===== config.mk =====
export PLATFORM = sky130hd
export DESIGN_NAME = i2s_master_port
export DESIGN_NICKNAME = d
export VERILOG_FILES = /design/src/rtl/i2s_port_pkg.sv /design/src/rtl/i2s_sclk_gen.sv /design/src/rtl/i2s_tx_lane.sv /design/src/rtl/i2s_rx_lane.sv /design/src/rtl/i2s_master_port.sv
export SDC_FILE = /design/constraint.sdc
export NUM_CORES = 1
export LEC_CHECK = 0
export ABC_CLOCK_PERIOD_IN_PS = 6500
export BUFFER_PORTS_ARGS = -buffer_cell sky130_fd_sc_hd__buf_2
export CORE_ASPECT_RATIO = 1.25
export CORE_MARGIN = 2
export CORE_UTILIZATION = 28
export CTS_CLUSTER_SIZE = 40
export DETAILED_ROUTE_END_ITERATION = 8
export PLACE_DENSITY = 0.43
export SYNTH_ARGS = -nofsm -noshare
export SYNTH_HDL_FRONTEND = slang
export SYNTH_SLANG_ARGS = --single-unit
export TNS_END_PERCENT = 50

===== constraint.sdc =====
create_clock -name clk -period 6.5 [get_ports clk]
set_input_delay 0.65 -clock clk [delete_from_list [all_inputs] [get_ports clk]]
set_output_delay 0.65 -clock clk [all_outputs]
set_load 0.02 [all_outputs]

===== src/rtl/i2s_port_pkg.sv =====
package i2s_port_pkg;
  // width of both configuration bytes and of the edge index
  localparam int CFG_W = 8;

  // falling-edge sample request travelling alongside the synchronizer
  typedef struct packed {
    logic             fall;
    logic [CFG_W-1:0] idx;
  } smp_req_t;
endpackage


===== src/rtl/i2s_sclk_gen.sv =====
module i2s_sclk_gen
  import i2s_port_pkg::*;
(
  input  logic             clk,
  input  logic             rst_n,
  input  logic             start,
  input  logic [CFG_W-1:0] cfg_half,
  input  logic [CFG_W-1:0] cfg_edges,
  output logic             bclk,
  output logic             fsync,
  output logic             running,
  output logic             rise_evt,
  output logic             fall_evt,
  output logic [CFG_W-1:0] edge_idx
);
  logic [CFG_W-1:0] half_q;
  logic [CFG_W-1:0] edge_q;
  logic             tick;

  // one bit-clock edge is due at the end of this cycle
  assign tick     = running && (half_q >= cfg_half);
  assign rise_evt = tick && !bclk;
  assign fall_evt = tick && bclk;
  assign edge_idx = edge_q;

  always_ff @(posedge clk) begin
    if (!rst_n) begin
      running <= 1'b0;
      half_q  <= '0;
      edge_q  <= '0;
      bclk    <= 1'b0;
      fsync   <= 1'b1;
    end else begin
      if (start) running <= 1'b1;
      if (running) begin
        if (tick) begin
          half_q <= '0;
          bclk   <= ~bclk;
          edge_q <= (edge_q >= cfg_edges) ? '0 : edge_q + 1'b1;
          // slot boundary: rising edge with index 0, one bit ahead of the MSB
          if (!bclk && edge_q == '0) fsync <= ~fsync;
        end else begin
          half_q <= half_q + 1'b1;
        end
      end
    end
  end

  // the serial clocks stay idle until the first transmit word arrives
  p_idle_hold_r1: assert property (@(posedge clk) disable iff (!rst_n)
    !running |-> (bclk == 1'b0 && fsync == 1'b1));

  // the frame select moves only together with a rising bit-clock edge
  p_fsync_on_rise_r4: assert property (@(posedge clk) disable iff (!rst_n)
    !$stable(fsync) |-> $rose(bclk));
endmodule


===== src/rtl/i2s_tx_lane.sv =====
module i2s_tx_lane
  import i2s_port_pkg::*;
#(
  parameter int WORD_MAX = 32
) (
  input  logic                clk,
  input  logic                rst_n,
  input  logic                rise_evt,
  input  logic [CFG_W-1:0]    edge_idx,
  input  logic [CFG_W-1:0]    nbits,
  input  logic                tx_valid,
  input  logic [WORD_MAX-1:0] tx_data,
  output logic                tx_ready,
  output logic                accept,
  output logic                underrun,
  output logic                sdata
);
  localparam logic [CFG_W:0]       WMAX     = (CFG_W+1)'(WORD_MAX);
  localparam logic [CFG_W-1:0]     LOAD_IDX = CFG_W'(2);

  logic                full_q;
  logic [WORD_MAX-1:0] hold_q;
  logic [WORD_MAX-1:0] last_q;
  logic [WORD_MAX-1:0] shift_q;
  logic [WORD_MAX-1:0] word_sel;
  logic [WORD_MAX-1:0] aligned;
  logic [CFG_W:0]      shamt;
  logic                load;

  assign tx_ready = !full_q;
  assign accept   = tx_valid && !full_q;
  assign load     = rise_evt && (edge_idx == LOAD_IDX);
  assign underrun = load && !full_q;

  // on underrun the previously sent word goes out again
  assign word_sel = full_q ? hold_q : last_q;
  assign shamt    = WMAX - {1'b0, nbits};
  assign aligned  = word_sel << shamt;

  always_ff @(posedge clk) begin
    if (!rst_n) begin
      full_q  <= 1'b0;
      hold_q  <= '0;
      last_q  <= '0;
      shift_q <= '0;
      sdata   <= 1'b0;
    end else begin
      if (load && full_q) begin
        full_q <= 1'b0;
        last_q <= hold_q;
      end
      if (accept) begin
        full_q <= 1'b1;
        hold_q <= tx_data;
      end
      if (load) begin
        sdata   <= aligned[WORD_MAX-1];
        shift_q <= aligned << 1;
      end else if (rise_evt) begin
        sdata   <= shift_q[WORD_MAX-1];
        shift_q <= shift_q << 1;
      end
    end
  end

  // a waiting word is neither lost nor altered before the shifter takes it
  p_hold_until_load_r7: assert property (@(posedge clk) disable iff (!rst_n)
    (full_q && !load) |=> (full_q && $stable(hold_q)));
endmodule


===== src/rtl/i2s_rx_lane.sv =====
module i2s_rx_lane
  import i2s_port_pkg::*;
#(
  parameter int WORD_MAX    = 32,
  parameter int SYNC_STAGES = 2
) (
  input  logic                clk,
  input  logic                rst_n,
  input  logic                fall_evt,
  input  logic [CFG_W-1:0]    edge_idx,
  input  logic [CFG_W-1:0]    nbits,
  input  logic                sdata,
  input  logic                rx_ready,
  output logic                rx_valid,
  output logic [WORD_MAX-1:0] rx_data,
  output logic                overflow
);
  localparam logic [CFG_W-1:0] FIRST_IDX = CFG_W'(3);
  localparam logic [CFG_W-1:0] LAST_IDX  = CFG_W'(1);

  logic     sync_q [SYNC_STAGES];
  smp_req_t pipe_q [SYNC_STAGES];
  smp_req_t smp;
  logic     bit_in;

  // synchronizer and a matching delay line for the sample request
  for (genvar g = 0; g < SYNC_STAGES; g++) begin : g_stage
    if (g == 0) begin : g_head
      always_ff @(posedge clk) begin
        if (!rst_n) begin
          sync_q[0] <= 1'b0;
          pipe_q[0] <= '0;
        end else begin
          sync_q[0] <= sdata;
          pipe_q[0] <= '{fall: fall_evt, idx: edge_idx};
        end
      end
    end else begin : g_tail
      always_ff @(posedge clk) begin
        if (!rst_n) begin
          sync_q[g] <= 1'b0;
          pipe_q[g] <= '0;
        end else begin
          sync_q[g] <= sync_q[g-1];
          pipe_q[g] <= pipe_q[g-1];
        end
      end
    end
  end

  assign smp    = pipe_q[SYNC_STAGES-1];
  assign bit_in = sync_q[SYNC_STAGES-1];

  logic [WORD_MAX-2:0] shift_q;
  logic [WORD_MAX-1:0] next_w;
  logic [WORD_MAX-1:0] mask;
  logic                primed_q;
  logic                complete;
  logic                take;

  assign next_w   = {shift_q, bit_in};
  assign mask     = ~({WORD_MAX{1'b1}} << nbits);
  assign complete = smp.fall && (smp.idx == LAST_IDX) && primed_q;
  assign take     = rx_valid && rx_ready;
  assign overflow = complete && rx_valid && !take;

  always_ff @(posedge clk) begin
    if (!rst_n) begin
      shift_q  <= '0;
      primed_q <= 1'b0;
      rx_valid <= 1'b0;
      rx_data  <= '0;
    end else begin
      if (smp.fall) shift_q <= next_w[WORD_MAX-2:0];
      if (smp.fall && smp.idx == FIRST_IDX) primed_q <= 1'b1;
      if (complete) begin
        rx_valid <= 1'b1;
        rx_data  <= next_w & mask;
      end else if (take) begin
        rx_valid <= 1'b0;
      end
    end
  end

  // an unread word stays put unless a newer one completes
  p_rx_hold_r8: assert property (@(posedge clk) disable iff (!rst_n)
    (rx_valid && !rx_ready && !complete) |=> (rx_valid && $stable(rx_data)));

  // an overflowing word leaves the register full
  p_overflow_keep_r10: assert property (@(posedge clk) disable iff (!rst_n)
    overflow |=> rx_valid);
endmodule


===== src/rtl/i2s_master_port.sv =====
module i2s_master_port
  import i2s_port_pkg::*;
#(
  parameter int WORD_MAX    = 32,
  parameter int SYNC_STAGES = 2
) (
  input  logic                clk,
  input  logic                rst_n,
  input  logic [CFG_W-1:0]    cfg_half_div,
  input  logic [CFG_W-1:0]    cfg_word_edges,
  input  logic                tx_valid,
  output logic                tx_ready,
  input  logic [WORD_MAX-1:0] tx_data,
  output logic                rx_valid,
  input  logic                rx_ready,
  output logic [WORD_MAX-1:0] rx_data,
  output logic                err_flag,
  input  logic                err_clr,
  output logic                bclk_o,
  output logic                fsync_o,
  output logic                sdata_o,
  input  logic                sdata_i
);
  logic             running;
  logic             rise_evt;
  logic             fall_evt;
  logic [CFG_W-1:0] edge_idx;
  logic [CFG_W-1:0] nbits;
  logic             accept;
  logic             underrun;
  logic             overflow;

  assign nbits = CFG_W'(({1'b0, cfg_word_edges} + (CFG_W+1)'(1)) >> 1);

  i2s_sclk_gen u_clk (
    .clk      (clk),
    .rst_n    (rst_n),
    .start    (accept),
    .cfg_half (cfg_half_div),
    .cfg_edges(cfg_word_edges),
    .bclk     (bclk_o),
    .fsync    (fsync_o),
    .running  (running),
    .rise_evt (rise_evt),
    .fall_evt (fall_evt),
    .edge_idx (edge_idx)
  );

  i2s_tx_lane #(.WORD_MAX(WORD_MAX)) u_tx (
    .clk      (clk),
    .rst_n    (rst_n),
    .rise_evt (rise_evt),
    .edge_idx (edge_idx),
    .nbits    (nbits),
    .tx_valid (tx_valid),
    .tx_data  (tx_data),
    .tx_ready (tx_ready),
    .accept   (accept),
    .underrun (underrun),
    .sdata    (sdata_o)
  );

  i2s_rx_lane #(.WORD_MAX(WORD_MAX), .SYNC_STAGES(SYNC_STAGES)) u_rx (
    .clk      (clk),
    .rst_n    (rst_n),
    .fall_evt (fall_evt),
    .edge_idx (edge_idx),
    .nbits    (nbits),
    .sdata    (sdata_i),
    .rx_ready (rx_ready),
    .rx_valid (rx_valid),
    .rx_data  (rx_data),
    .overflow (overflow)
  );

  // sticky error; a new event wins over a clear in the same cycle
  always_ff @(posedge clk) begin
    if (!rst_n)                     err_flag <= 1'b0;
    else if (underrun || overflow)  err_flag <= 1'b1;
    else if (err_clr)               err_flag <= 1'b0;
  end

  // the divider never runs below divide-by-4
  p_div_min_r2: assert property (@(posedge clk) disable iff (!rst_n)
    running |-> (cfg_half_div != '0));

  // serial data moves only with a rising bit-clock edge
  p_sdata_on_rise_r5: assert property (@(posedge clk) disable iff (!rst_n)
    !$stable(sdata_o) |-> $rose(bclk_o));

  // the error flag holds until cleared
  p_err_sticky_r11: assert property (@(posedge clk) disable iff (!rst_n)
    (err_flag && !err_clr) |=> err_flag);
endmodule


==> results of run 1 <==
-- area by class of cell --
| type | instances | area (um^2) | area share |
|---|---|---|---|
| flip-flops and latches | 202 | 4050 | 0.327 |
| multi-input cells | 959 | 6250 | 0.504 |
| diodes | 1 | 2.50 | 0.000202 |
| inverters | 26 | 100 | 0.00808 |
| repair buffers | 109 | 591 | 0.0477 |
| clock inverters | 9 | 123 | 0.00990 |
| clock buffers | 32 | 662 | 0.0534 |
| well taps | 492 | 616 | 0.0497 |
-- worst max path at each step --
stage,to,cells past startpoint,startpoint,slack [ns]
2_1_floorplan,u_tx.shift_q[22]$_SDFFE_PN0P_,14,cfg_word_edges[0],2.61
3_3_place_gp,u_tx.shift_q[22]$_SDFFE_PN0P_,14,cfg_word_edges[0],1.78
3_5_place_dp,u_tx.shift_q[22]$_SDFFE_PN0P_,14,cfg_word_edges[0],1.68
4_1_cts,u_tx.shift_q[22]$_SDFFE_PN0P_,14,cfg_word_edges[0],2.25
5_1_grt,u_tx.shift_q[22]$_SDFFE_PN0P_,14,cfg_word_edges[0],1.97
6_report,u_tx.shift_q[22]$_SDFFE_PN0P_,14,cfg_word_edges[0],2.20
-- power by group --
part	total, W	switching (W)	internal [W]
clock	0.00137	0.000541	0.000829
combinational	0.000464	0.000290	0.000175
sequential	0.00127	0.0000219	0.00125
-- worst max-delay path, cell delays in order --
cell	delay, ns
buf_2	0.17
ha_1	0.31
xor2_1	0.17
buf_4	0.19
inv_1	0.11
ha_2	0.89
buf_4	0.42
mux2_2	0.39
mux4_2	0.48
mux2_2	0.29
mux2i_1	0.13
o21ai_0	0.10
a221oi_1	0.30
nor2_1	0.09
-- layer usage --
layer	share of wire	wire length [um]	track usage	up-vias
met5	0	0	0	-
met4	0.020	661	0.0433	0
met3	0.035	1150	0.0207	48
met2	0.49	15800	0.274	161
met1	0.46	14800	0.206	4470
li1	-	-	-	4650
-- registers in the layout, summed over array words and instances (netlist names), 2 cells and up --
register and cells:
u_rx.shift_q 31, u_tx.shift_q 31, u_tx.last_q 32, u_clk.edge_idx 8, u_rx.pipe_q 18, u_rx.sync_q 2
u_clk.half_q 8, u_tx.hold_q 32, u_rx.rx_data 32
-- synth_stat cells (6+ instances only) --
library cell,number
clkbuf_1,58
o211ai_1,23
nand3_1,32
inv_1,24
buf_1,10
xor2_1,11
buf_4,6
nor2_1,104
xnor2_1,8
o221ai_1,6
mux2i_1,75
o22ai_1,12
and3_1,16
mux2_2,31
mux4_2,25
a21oi_1,150
nand4_1,12
nor3_1,7
buf_2,20
nand2_1,235
dfxtp_1,202
and2_1,19
ha_1,22
nand2b_1,6
o21ai_0,41
a221oi_1,10
a31oi_1,9
a22oi_1,20
-- metrics by stage --
stage	worst slack, ns	cells	utilization	power [W]	cell area (um^2)
floorplan	2.61	1282	-	0.00164	10800
global placement	1.78	1788	0.305	0.00177	11600
detailed placement	1.68	1788	0.305	0.00177	11600
CTS	2.25	1829	0.326	0.00316	12400
global route	1.97	1829	0.326	0.00325	12400
finish	2.20	1830	0.326	0.00311	12400
-- logic make-up (layout without fill, tap and decap cells) --
| logic type | Yosys count | in the layout | share of synthesized area |
|---|---|---|---|
| AND/OR/NAND/NOR | 461 | 461 | 0.189 |
| XOR/XNOR | 27 | 27 | 0.0297 |
| adder cells (fa/ha/maj) | 22 | 22 | 0.0255 |
| other | 0 | 1 | 0 |
| buffers and inverters | 121 | 176 | 0.0472 |
| multiplexers | 131 | 131 | 0.154 |
| AO/OA/AOI/OAI | 318 | 318 | 0.179 |
| flip-flops | 202 | 202 | 0.375 |
-- placed cells by master, fill, tap and decap left out, types with 5 or more instances in the layout --
master     count
nand2b_1       6
xnor2_1        8
dfxtp_1      201
a31oi_1        9
mux2i_1       75
xor2_1        11
nand3_1       31
clkbuf_16     25
and3_1        15
a22oi_1       20
a21o_1         5
o221ai_1       6
clkbuf_1       6
o21ai_1        5
o211ai_1      23
nand2_1      235
o22ai_1       12
mux2_2        31
buf_4         18
o21ai_0       41
xnor2_2        5
inv_1         23
mux4_2        25
nor3_1         7
nor2_1       103
and2_1        19
ha_1          21
a21oi_1      150
nand4_1       12
clkinv_2       5
a221oi_1      10
buf_2         91
==> flow_results.xml, run 1 <==
<?xml version="1.0" encoding="UTF-8"?>
<metrics>
  <group name="sta">
    <metric name="worstMarginPinSlew" unit="ns">1.16</metric>
    <metric name="finalClockSkew" unit="ns">0.0156</metric>
    <metric name="min_period_over_period" unit="">0.662</metric>
    <metric name="timing.final.max_slew_violations" unit="">0</metric>
    <metric name="final_hold_viols" unit="">0</metric>
    <metric name="max_freq" unit="MHz">232</metric>
    <metric name="fin_hold_ws" unit="ns">0.339</metric>
    <metric name="slew-limit-headroom" unit="">0.221</metric>
    <metric name="setup_viol" unit="">0</metric>
    <metric name="grt_setup_unrepaired" unit="">no</metric>
    <metric name="tns" unit="ns">0</metric>
    <metric name="fin_crit" unit="ns">4.30</metric>
  </group>
  <group name="die">
    <metric name="die_area" unit="um^2">40100</metric>
    <metric name="die_width" unit="um">180</metric>
    <metric name="standard_cell_rows" unit="">80</metric>
    <metric name="core" unit="um^2">38000</metric>
    <metric name="io-pin-count" unit="">92</metric>
    <metric name="fp.dieH" unit="um">223</metric>
    <metric name="initial_utilization" unit="">0.284</metric>
  </group>
  <group name="critical_path">
    <metric name="worstSetupStartpointType" unit="">input port</metric>
    <metric name="data_arrival_time_of_the_critical_path" unit="ns">4.72</metric>
    <metric name="cp-end-kind" unit="">flop</metric>
    <metric name="critical_path_class" unit="">input port to flop</metric>
    <metric name="critical_path_required" unit="ns">6.91</metric>
    <metric name="timing.rr.end" unit="">u_tx.shift_q[31]$_SDFFE_PN0P_</metric>
    <metric name="worst_reg2reg_startpoint" unit="">u_tx.full_q$_SDFFE_PN0P_</metric>
    <metric name="reg2reg_depth" unit="">9</metric>
    <metric name="crit_path_max_fanout" unit="">33</metric>
    <metric name="regToRegSetupSlack" unit="ns">3.14</metric>
  </group>
  <group name="global_routing">
    <metric name="antenna_found_initial" unit="">1</metric>
    <metric name="global_route_wire_length_before_repair" unit="mm">52.1</metric>
    <metric name="maximum_number_of_pins_on_one_net_before_global_route_repair" unit="">90</metric>
    <metric name="grt_pass1_vias" unit="">9176</metric>
    <metric name="gr-usage-all-layers" unit="">0.158</metric>
    <metric name="grt.overflow.total" unit="">0</metric>
  </group>
  <group name="final_layout">
    <metric name="post_route_cells_drive_above_1_share" unit="">0.170</metric>
    <metric name="layout-area-overhead-vs-synth" unit="%">14.8</metric>
    <metric name="finish.net_count" unit="">1398</metric>
    <metric name="num-fill-cells" unit="">4047</metric>
  </group>
  <group name="logic_synthesis">
    <metric name="synth_area_leaders" unit="">dfxtp_1 (37%), nand2_1 (8.2%), a21oi_1 (7.0%)</metric>
    <metric name="post_synth_inst_count" unit="">1282</metric>
    <metric name="synth_area_leader_cell" unit="">dfxtp_1</metric>
    <metric name="synthesis.nets" unit="">1358</metric>
    <metric name="syn-mean-instance-area" unit="um^2">8.41</metric>
    <metric name="top_flip_flop_cell_by_instance_count_after_synthesis" unit="">dfxtp_1</metric>
    <metric name="yosys.area.top_type_share" unit="">0.375</metric>
    <metric name="post_synthesis_cell_area" unit="um^2">10800</metric>
    <metric name="seq_cells_post_synth" unit="">202</metric>
    <metric name="synth_cell_type_count" unit="">69</metric>
    <metric name="async_reset_ff_frac" unit="">0</metric>
    <metric name="seq_area_frac_synth" unit="">0.375</metric>
    <metric name="post_synth_edffs" unit="">0</metric>
    <metric name="yosysWarningCount" unit="">0</metric>
  </group>
  <group name="placement">
    <metric name="portBuffers" unit="">91</metric>
    <metric name="gp_congestion" unit="">0.819</metric>
    <metric name="dp.final_hpwl" unit="mm">22.5</metric>
  </group>
  <group name="cts">
    <metric name="cts.clk_slew.worst_paths" unit="ns">0.06</metric>
    <metric name="number_of_setup_buffers_added_after_cts" unit="">0</metric>
    <metric name="tritoncts_clock_tree" unit="">yes</metric>
    <metric name="cts-resized-gates" unit="">0</metric>
    <metric name="cts_made_buffers" unit="">24</metric>
    <metric name="clkSinkCount" unit="">202</metric>
    <metric name="ctsHtreeMaxLevel" unit="">1</metric>
    <metric name="ctsRootBufferMaster" unit="">clkbuf_16</metric>
    <metric name="holdBufCountCts" unit="">0</metric>
    <metric name="clk-insertion-delay-late" unit="ns">0.53</metric>
    <metric name="max_root_sink_buffers" unit="">3</metric>
  </group>
  <group name="hold_path">
    <metric name="holdPathStages" unit="">2</metric>
    <metric name="min_delay_worst_endpoint" unit="">u_rx.sync_q[0]$_DFF_P_</metric>
    <metric name="hold_class" unit="">input port to flop</metric>
    <metric name="min_from" unit="">sdata_i</metric>
  </group>
  <group name="detailed_routing">
    <metric name="detail_route.vias_per_cell" unit="">5.10</metric>
    <metric name="route.antenna.remaining_nets" unit="">0</metric>
    <metric name="route.vias.total" unit="">9329</metric>
    <metric name="drt-total-wl" unit="mm">32.4</metric>
    <metric name="drt_first_pass_iters" unit="">7</metric>
    <metric name="routed_wire_length_per_instance" unit="um">17.7</metric>
    <metric name="detail_route.iter0.violations" unit="">537</metric>
    <metric name="remaining_drc_errors" unit="">0</metric>
  </group>
  <group name="power">
    <metric name="power_leakage" unit="nW">4.76</metric>
    <metric name="max-vdd-ir-drop" unit="V">0.000171</metric>
    <metric name="p_per_area" unit="nW/um^2">251</metric>
  </group>
  <group name="run_status">
    <metric name="outcome" unit="">completed</metric>
  </group>
  <group name="run">
    <metric name="drv.max_cap_violation_count" unit="">0</metric>
  </group>
</metrics>
Power figures use the tool's default switching activity.
==> run 2: changes to the inputs <==
Settings changed: ABC_CLOCK_PERIOD_IN_PS 6500 to 4340.
Clock period 6.5 ns to 4.34 ns, I/O delays scaled along.
==> flow_results.xml, run 2 (synthesis results as in run 1) <==
<?xml version="1.0" encoding="UTF-8"?>
<metrics>
  <group name="run_status">
    <metric name="outcome" unit="">completed</metric>
  </group>
  <group name="run">
    <metric name="drv.max_cap_violation_count" unit="">0</metric>
  </group>
  <group name="detailed_routing">
    <metric name="detail_route.vias_per_cell" unit="">5.08</metric>
    <metric name="remaining_drc_errors" unit="">0</metric>
    <metric name="route.vias.total" unit="">9375</metric>
    <metric name="route.antenna.remaining_nets" unit="">0</metric>
    <metric name="routed_wire_length_per_instance" unit="um">17.6</metric>
    <metric name="drt_first_pass_iters" unit="">6</metric>
    <metric name="drt-total-wl" unit="mm">32.5</metric>
    <metric name="detail_route.iter0.violations" unit="">662</metric>
  </group>
  <group name="placement">
    <metric name="place_area" unit="um^2">11700</metric>
    <metric name="dp.final_hpwl" unit="mm">23.3</metric>
    <metric name="portBuffers" unit="">91</metric>
    <metric name="gp_congestion" unit="">0.856</metric>
  </group>
  <group name="final_layout">
    <metric name="post_route_cells_drive_above_1_share" unit="">0.178</metric>
    <metric name="most_common_cell_after_layout_fill_and_taps_aside" unit="">nand2_1</metric>
    <metric name="finish.instance_area" unit="um^2">12500</metric>
    <metric name="reg.largest.list" unit="">u_rx.rx_data (32), u_tx.hold_q (32), u_tx.last_q (32)</metric>
    <metric name="layout-area-overhead-vs-synth" unit="%">15.6</metric>
    <metric name="finish.net_count" unit="">1412</metric>
    <metric name="num-fill-cells" unit="">4040</metric>
    <metric name="layout.cells.most_common_list" unit="">nand2_1 (235), dfxtp_1 (201), a21oi_1 (150)</metric>
    <metric name="utilization" unit="">0.328</metric>
  </group>
  <group name="cts">
    <metric name="max_root_sink_buffers" unit="">3</metric>
    <metric name="clkSinkCount" unit="">202</metric>
    <metric name="number_of_setup_buffers_added_after_cts" unit="">0</metric>
    <metric name="ctsHtreeMaxLevel" unit="">1</metric>
    <metric name="ctsRootBufferMaster" unit="">clkbuf_16</metric>
    <metric name="cts-resized-gates" unit="">0</metric>
    <metric name="clk-insertion-delay-late" unit="ns">0.53</metric>
    <metric name="tritoncts_clock_tree" unit="">yes</metric>
    <metric name="cts.clk_slew.worst_paths" unit="ns">0.06</metric>
    <metric name="holdBufCountCts" unit="">0</metric>
    <metric name="cts_made_buffers" unit="">24</metric>
  </group>
  <group name="die">
    <metric name="fp.dieH" unit="um">223</metric>
    <metric name="standard_cell_rows" unit="">80</metric>
    <metric name="core" unit="um^2">38000</metric>
    <metric name="die_width" unit="um">180</metric>
    <metric name="io-pin-count" unit="">92</metric>
    <metric name="die_area" unit="um^2">40100</metric>
    <metric name="initial_utilization" unit="">0.284</metric>
  </group>
  <group name="power">
    <metric name="power_leakage" unit="nW">4.82</metric>
    <metric name="max-vdd-ir-drop" unit="V">0.000267</metric>
    <metric name="p_per_area" unit="nW/um^2">366</metric>
    <metric name="post-layout-total-power" unit="W">0.00456</metric>
  </group>
  <group name="sta">
    <metric name="setup_viol" unit="">0</metric>
    <metric name="fin_hold_ws" unit="ns">0.116</metric>
    <metric name="tns" unit="ns">0</metric>
    <metric name="final_hold_viols" unit="">0</metric>
    <metric name="fin_crit" unit="ns">3.41</metric>
    <metric name="min_period_over_period" unit="">0.785</metric>
    <metric name="grt_setup_unrepaired" unit="">no</metric>
    <metric name="max_freq" unit="MHz">293</metric>
    <metric name="timing.final.max_slew_violations" unit="">0</metric>
    <metric name="finalClockSkew" unit="ns">0.0193</metric>
    <metric name="worstMarginPinSlew" unit="ns">0.972</metric>
    <metric name="slew-limit-headroom" unit="">0.352</metric>
  </group>
  <group name="global_routing">
    <metric name="grt_pass1_vias" unit="">9142</metric>
    <metric name="grt.overflow.total" unit="">0</metric>
    <metric name="maximum_number_of_pins_on_one_net_before_global_route_repair" unit="">76</metric>
    <metric name="global_route_wire_length_before_repair" unit="mm">52.2</metric>
    <metric name="gr-usage-all-layers" unit="">0.158</metric>
    <metric name="antenna_found_initial" unit="">1</metric>
  </group>
  <group name="critical_path">
    <metric name="crit_path_max_fanout" unit="">65</metric>
    <metric name="cpMostUsedCell" unit="">mux2_2</metric>
    <metric name="critical_path_class" unit="">input port to flop</metric>
    <metric name="path_cells" unit="">buf_2 -&gt; ha_1 -&gt; xor2_1 -&gt; inv_1 -&gt; ha_2 -&gt; buf_12 -&gt; mux2_2 -&gt; mux4_2 -&gt; mux2_2 -&gt; mux2i_1 -&gt; o21ai_0 -&gt; a221oi_1 -&gt; nor2_1</metric>
    <metric name="worstSetupStartpointType" unit="">input port</metric>
    <metric name="cp-end-kind" unit="">flop</metric>
    <metric name="critical_path_required" unit="ns">4.75</metric>
    <metric name="critPathSlowestCell" unit="">mux4_2</metric>
    <metric name="slowest_delay" unit="ns">0.49</metric>
    <metric name="data_arrival_time_of_the_critical_path" unit="ns">3.82</metric>
  </group>
  <group name="hold_path">
    <metric name="hold_class" unit="">input port to flop</metric>
  </group>
</metrics>
-- run 2: final cells by class --
class | count | area, um^2 | share of cell area
diodes | 1 | 2.50 | 0.000201
repair buffers | 123 | 708 | 0.0568
clock inverters | 6 | 37.5 | 0.00301
flip-flops and latches | 202 | 4050 | 0.325
multi-input cells | 959 | 6240 | 0.501
well taps | 492 | 616 | 0.0494
inverters | 26 | 100 | 0.00803
clock buffers | 36 | 717 | 0.0575
-- run 2: path summary, 6_finish.rpt --
kind	start	to	slack, ns	cells after the start
worst max-delay path	cfg_word_edges[0]	u_tx.shift_q[22]$_SDFFE_PN0P_	0.93	13
worst min-delay path	sdata_i	u_rx.sync_q[0]$_DFF_P_	0.12	2
worst max register to register	u_clk.half_q[4]$_SDFFE_PN0P_	u_tx.shift_q[20]$_SDFFE_PN0P_	1.48	11
worst min register to register	u_rx.pipe_q[0][5]$_SDFF_PN0_	u_rx.pipe_q[1][5]$_SDFF_PN0_	0.43	1
-- run 2: per-stage QoR --
stage | setup slack (ns) | cells
after floorplan | 0.669 | 1282
after global placement | 0.520 | 1802
after detailed placement | 0.397 | 1802
after CTS | 0.945 | 1844
after global routing | 0.766 | 1844
final | 0.933 | 1845
-- run 2: report_power, final --
group | leakage [nW] | internal (W) | switching, W
clock network | 0.375 | 0.00114 | 0.000806
logic | 2.81 | 0.000273 | 0.000439
registers | 1.63 | 0.00188 | 0.0000287
-- run 2: per-layer routing --
metal,global-route usage,up-vias,wire [um]
li1,-,4661,-
met1,0.208,4462,14700
met2,0.270,209,15700
met3,0.0240,43,1460
met4,0.0417,0,646
met5,0,-,0
-- run 2: worst max-delay path, delay by kind of cell --
family	cells	cell delay [ns]
XOR/XNOR	1	0.21
adder cells (fa/ha/maj)	2	0.68
multiplexers	4	1.29
buffers and inverters	3	0.60
AO/OA/AOI/OAI	2	0.44
AND/OR/NAND/NOR	1	0.09
==> run 3: changes to the inputs <==
Settings changed: ABC_CLOCK_PERIOD_IN_PS 4340 to 2800, PLACE_DENSITY 0.43 to 0.44.
Clock period 4.34 ns to 2.8 ns, I/O delays scaled along.
==> flow_results.xml, run 3 (synthesis results as in run 1) <==
<?xml version="1.0" encoding="UTF-8"?>
<metrics>
  <group name="power">
    <metric name="max-vdd-ir-drop" unit="V">0.000398</metric>
    <metric name="power_leakage" unit="nW">5.52</metric>
    <metric name="post-layout-total-power" unit="W">0.00780</metric>
    <metric name="p_per_area" unit="nW/um^2">566</metric>
  </group>
  <group name="critical_path">
    <metric name="reg2reg_depth" unit="">8</metric>
    <metric name="cp-end-kind" unit="">flop</metric>
    <metric name="critical_path_class" unit="">input port to flop</metric>
    <metric name="worstSetupStartpointType" unit="">input port</metric>
    <metric name="critPathSlowestCell" unit="">mux4_2</metric>
    <metric name="cp.buffers_inverters" unit="">4</metric>
    <metric name="worstSetupPathDepth" unit="">14</metric>
    <metric name="path_cells" unit="">buf_2 -&gt; ha_4 -&gt; xor2_4 -&gt; inv_2 -&gt; ha_4 -&gt; buf_4 -&gt; mux2i_1 -&gt; inv_1 -&gt; mux4_2 -&gt; nand2b_1 -&gt; o2111a_1 -&gt; a31oi_1 -&gt; o22ai_1 -&gt; a22o_1</metric>
    <metric name="slowest_delay" unit="ns">0.49</metric>
    <metric name="crit_path_max_fanout" unit="">8</metric>
    <metric name="cpMostUsedCell" unit="">ha_4</metric>
    <metric name="critical_path_required" unit="ns">3.22</metric>
    <metric name="data_arrival_time_of_the_critical_path" unit="ns">3.03</metric>
    <metric name="critical_path.top_delay_family" unit="">multiplexers</metric>
  </group>
  <group name="final_layout">
    <metric name="antenna-diode-count" unit="">0</metric>
    <metric name="utilization" unit="">0.362</metric>
    <metric name="finish.instance_area" unit="um^2">13800</metric>
    <metric name="most_common_cell_after_layout_fill_and_taps_aside" unit="">nand2_1</metric>
    <metric name="layout-area-overhead-vs-synth" unit="%">27.8</metric>
    <metric name="post_route_cells_drive_above_1_share" unit="">0.232</metric>
    <metric name="finish.net_count" unit="">1541</metric>
    <metric name="reg.largest.list" unit="">u_rx.rx_data (32), u_tx.hold_q (32), u_tx.last_q (32)</metric>
    <metric name="layout.cells.most_common_list" unit="">nand2_1 (234), dfxtp_1 (201), a21oi_1 (149)</metric>
  </group>
  <group name="die">
    <metric name="die_width" unit="um">180</metric>
    <metric name="core" unit="um^2">38000</metric>
    <metric name="standard_cell_rows" unit="">80</metric>
    <metric name="die_area" unit="um^2">40100</metric>
    <metric name="initial_utilization" unit="">0.284</metric>
    <metric name="fp.dieH" unit="um">223</metric>
    <metric name="io-pin-count" unit="">92</metric>
  </group>
  <group name="sta">
    <metric name="slew-limit-headroom" unit="">0.511</metric>
    <metric name="final_hold_viols" unit="">0</metric>
    <metric name="finalClockSkew" unit="ns">0.0206</metric>
    <metric name="min_period_over_period" unit="">0.933</metric>
    <metric name="fin_hold_ws" unit="ns">0.148</metric>
    <metric name="timing.final.max_slew_violations" unit="">0</metric>
    <metric name="setup_viol" unit="">0</metric>
    <metric name="max_freq" unit="MHz">383</metric>
    <metric name="fin_crit" unit="ns">2.61</metric>
    <metric name="grt_setup_unrepaired" unit="">no</metric>
    <metric name="worstMarginPinSlew" unit="ns">0.728</metric>
  </group>
  <group name="global_routing">
    <metric name="grt.overflow.total" unit="">0</metric>
    <metric name="met1_usage" unit="">0.206</metric>
    <metric name="global_route_wire_length_before_repair" unit="mm">54.2</metric>
    <metric name="grt_pass1_vias" unit="">9759</metric>
    <metric name="maximum_number_of_pins_on_one_net_before_global_route_repair" unit="">65</metric>
    <metric name="global_route.usage.met3" unit="">0.0201</metric>
    <metric name="globalRouteMet2Util" unit="">0.292</metric>
    <metric name="antenna_found_initial" unit="">0</metric>
    <metric name="gr-usage-all-layers" unit="">0.166</metric>
    <metric name="top_usage_layer" unit="">met2</metric>
  </group>
  <group name="detailed_routing">
    <metric name="detail_route.vias_per_cell" unit="">4.97</metric>
    <metric name="remaining_drc_errors" unit="">0</metric>
    <metric name="route.antenna.remaining_nets" unit="">0</metric>
    <metric name="route.vias.total" unit="">9803</metric>
    <metric name="routed_wire_length_per_instance" unit="um">17.0</metric>
    <metric name="drt-total-wl" unit="mm">33.6</metric>
    <metric name="drt_first_pass_iters" unit="">5</metric>
    <metric name="detail_route.iter0.violations" unit="">414</metric>
  </group>
  <group name="cts">
    <metric name="number_of_setup_buffers_added_after_cts" unit="">0</metric>
    <metric name="cts_made_buffers" unit="">24</metric>
    <metric name="tritoncts_clock_tree" unit="">yes</metric>
    <metric name="ctsRootBufferMaster" unit="">clkbuf_16</metric>
    <metric name="clk-insertion-delay-late" unit="ns">0.53</metric>
    <metric name="cts.clk_slew.worst_paths" unit="ns">0.06</metric>
    <metric name="ctsHtreeMaxLevel" unit="">1</metric>
    <metric name="clkSinkCount" unit="">202</metric>
    <metric name="max_root_sink_buffers" unit="">3</metric>
  </group>
  <group name="run">
    <metric name="drv.max_cap_violation_count" unit="">0</metric>
  </group>
  <group name="placement">
    <metric name="dp.final_hpwl" unit="mm">24.7</metric>
    <metric name="portBuffers" unit="">91</metric>
    <metric name="place_area" unit="um^2">12600</metric>
    <metric name="gp_congestion" unit="">0.861</metric>
  </group>
  <group name="hold_path">
    <metric name="holdPathStages" unit="">3</metric>
    <metric name="hold_class" unit="">input port to flop</metric>
  </group>
  <group name="run_status">
    <metric name="outcome" unit="">completed</metric>
  </group>
</metrics>
## run 3: cell count changes in the layout (fill, tap and decap cells not counted), sizes merged
cell,change
buf,+96
bufinv,+6
clkbuf,-4
clkinv,-1
diode,-1
dlygate4sd3,+33
## run 3: layout make-up
| cell class | count | area, um^2 |
|---|---|---|
| Fill cell | 3999 | 24200 |
| Sequential cell | 202 | 4050 |
| Timing Repair Buffer | 252 | 1850 |
| Tap cell | 492 | 616 |
| Clock buffer | 32 | 662 |
| Inverter | 26 | 103 |
| Clock inverter | 11 | 209 |
| Multi-Input combinational cell | 959 | 6310 |
## run 3: metrics by stage
stage	setup WS, ns	cells	setup TNS, ns
2_1_floorplan	-0.124	1282	-0.261
3_3_place_gp	-0.284	1899	-5.08
3_5_place_dp	-0.363	1899	-5.72
4_1_cts	0.157	1975	0
5_1_grt	0.00672	1974	0
6_report	0.187	1974	0
## run 3: final timing paths
check,end,from,slack (ns)
setup / recovery,u_tx.shift_q[25]$_SDFFE_PN0P_,cfg_word_edges[0],0.19
hold reg to reg,u_rx.pipe_q[1][7]$_SDFF_PN0_,u_rx.pipe_q[0][7]$_SDFF_PN0_,0.42
hold / removal,u_tx.full_q$_SDFFE_PN0P_,tx_valid,0.15
setup reg to reg,u_tx.shift_q[30]$_SDFFE_PN0P_,u_tx.full_q$_SDFFE_PN0P_,0.20
## run 3: repair_timing
action | CTS | global route
hold endpoints to repair | 33 | 0
hold buffers | 33 | 0
resized for setup | 1 | 1
endpoints found under the setup margin | 7 | 3
## run 3: metal layers
metal / share of wire / wire length (um)
met3: 0.034 / 1150
met1: 0.44 / 14800
met2: 0.49 / 16600
met5: 0 / 0
met4: 0.034 / 1130
## run 3: worst min-delay path, stage by stage
cell and delay (ns):
buf_2 0.18, o21ai_0 0.10, nor2_1 0.08
## run 3: power by group
group	internal [W]	switching, W	total [W]
Sequential	0.00291	0.0000464	0.00295
Clock	0.00221	0.00126	0.00347
Combinational	0.000630	0.000749	0.00138
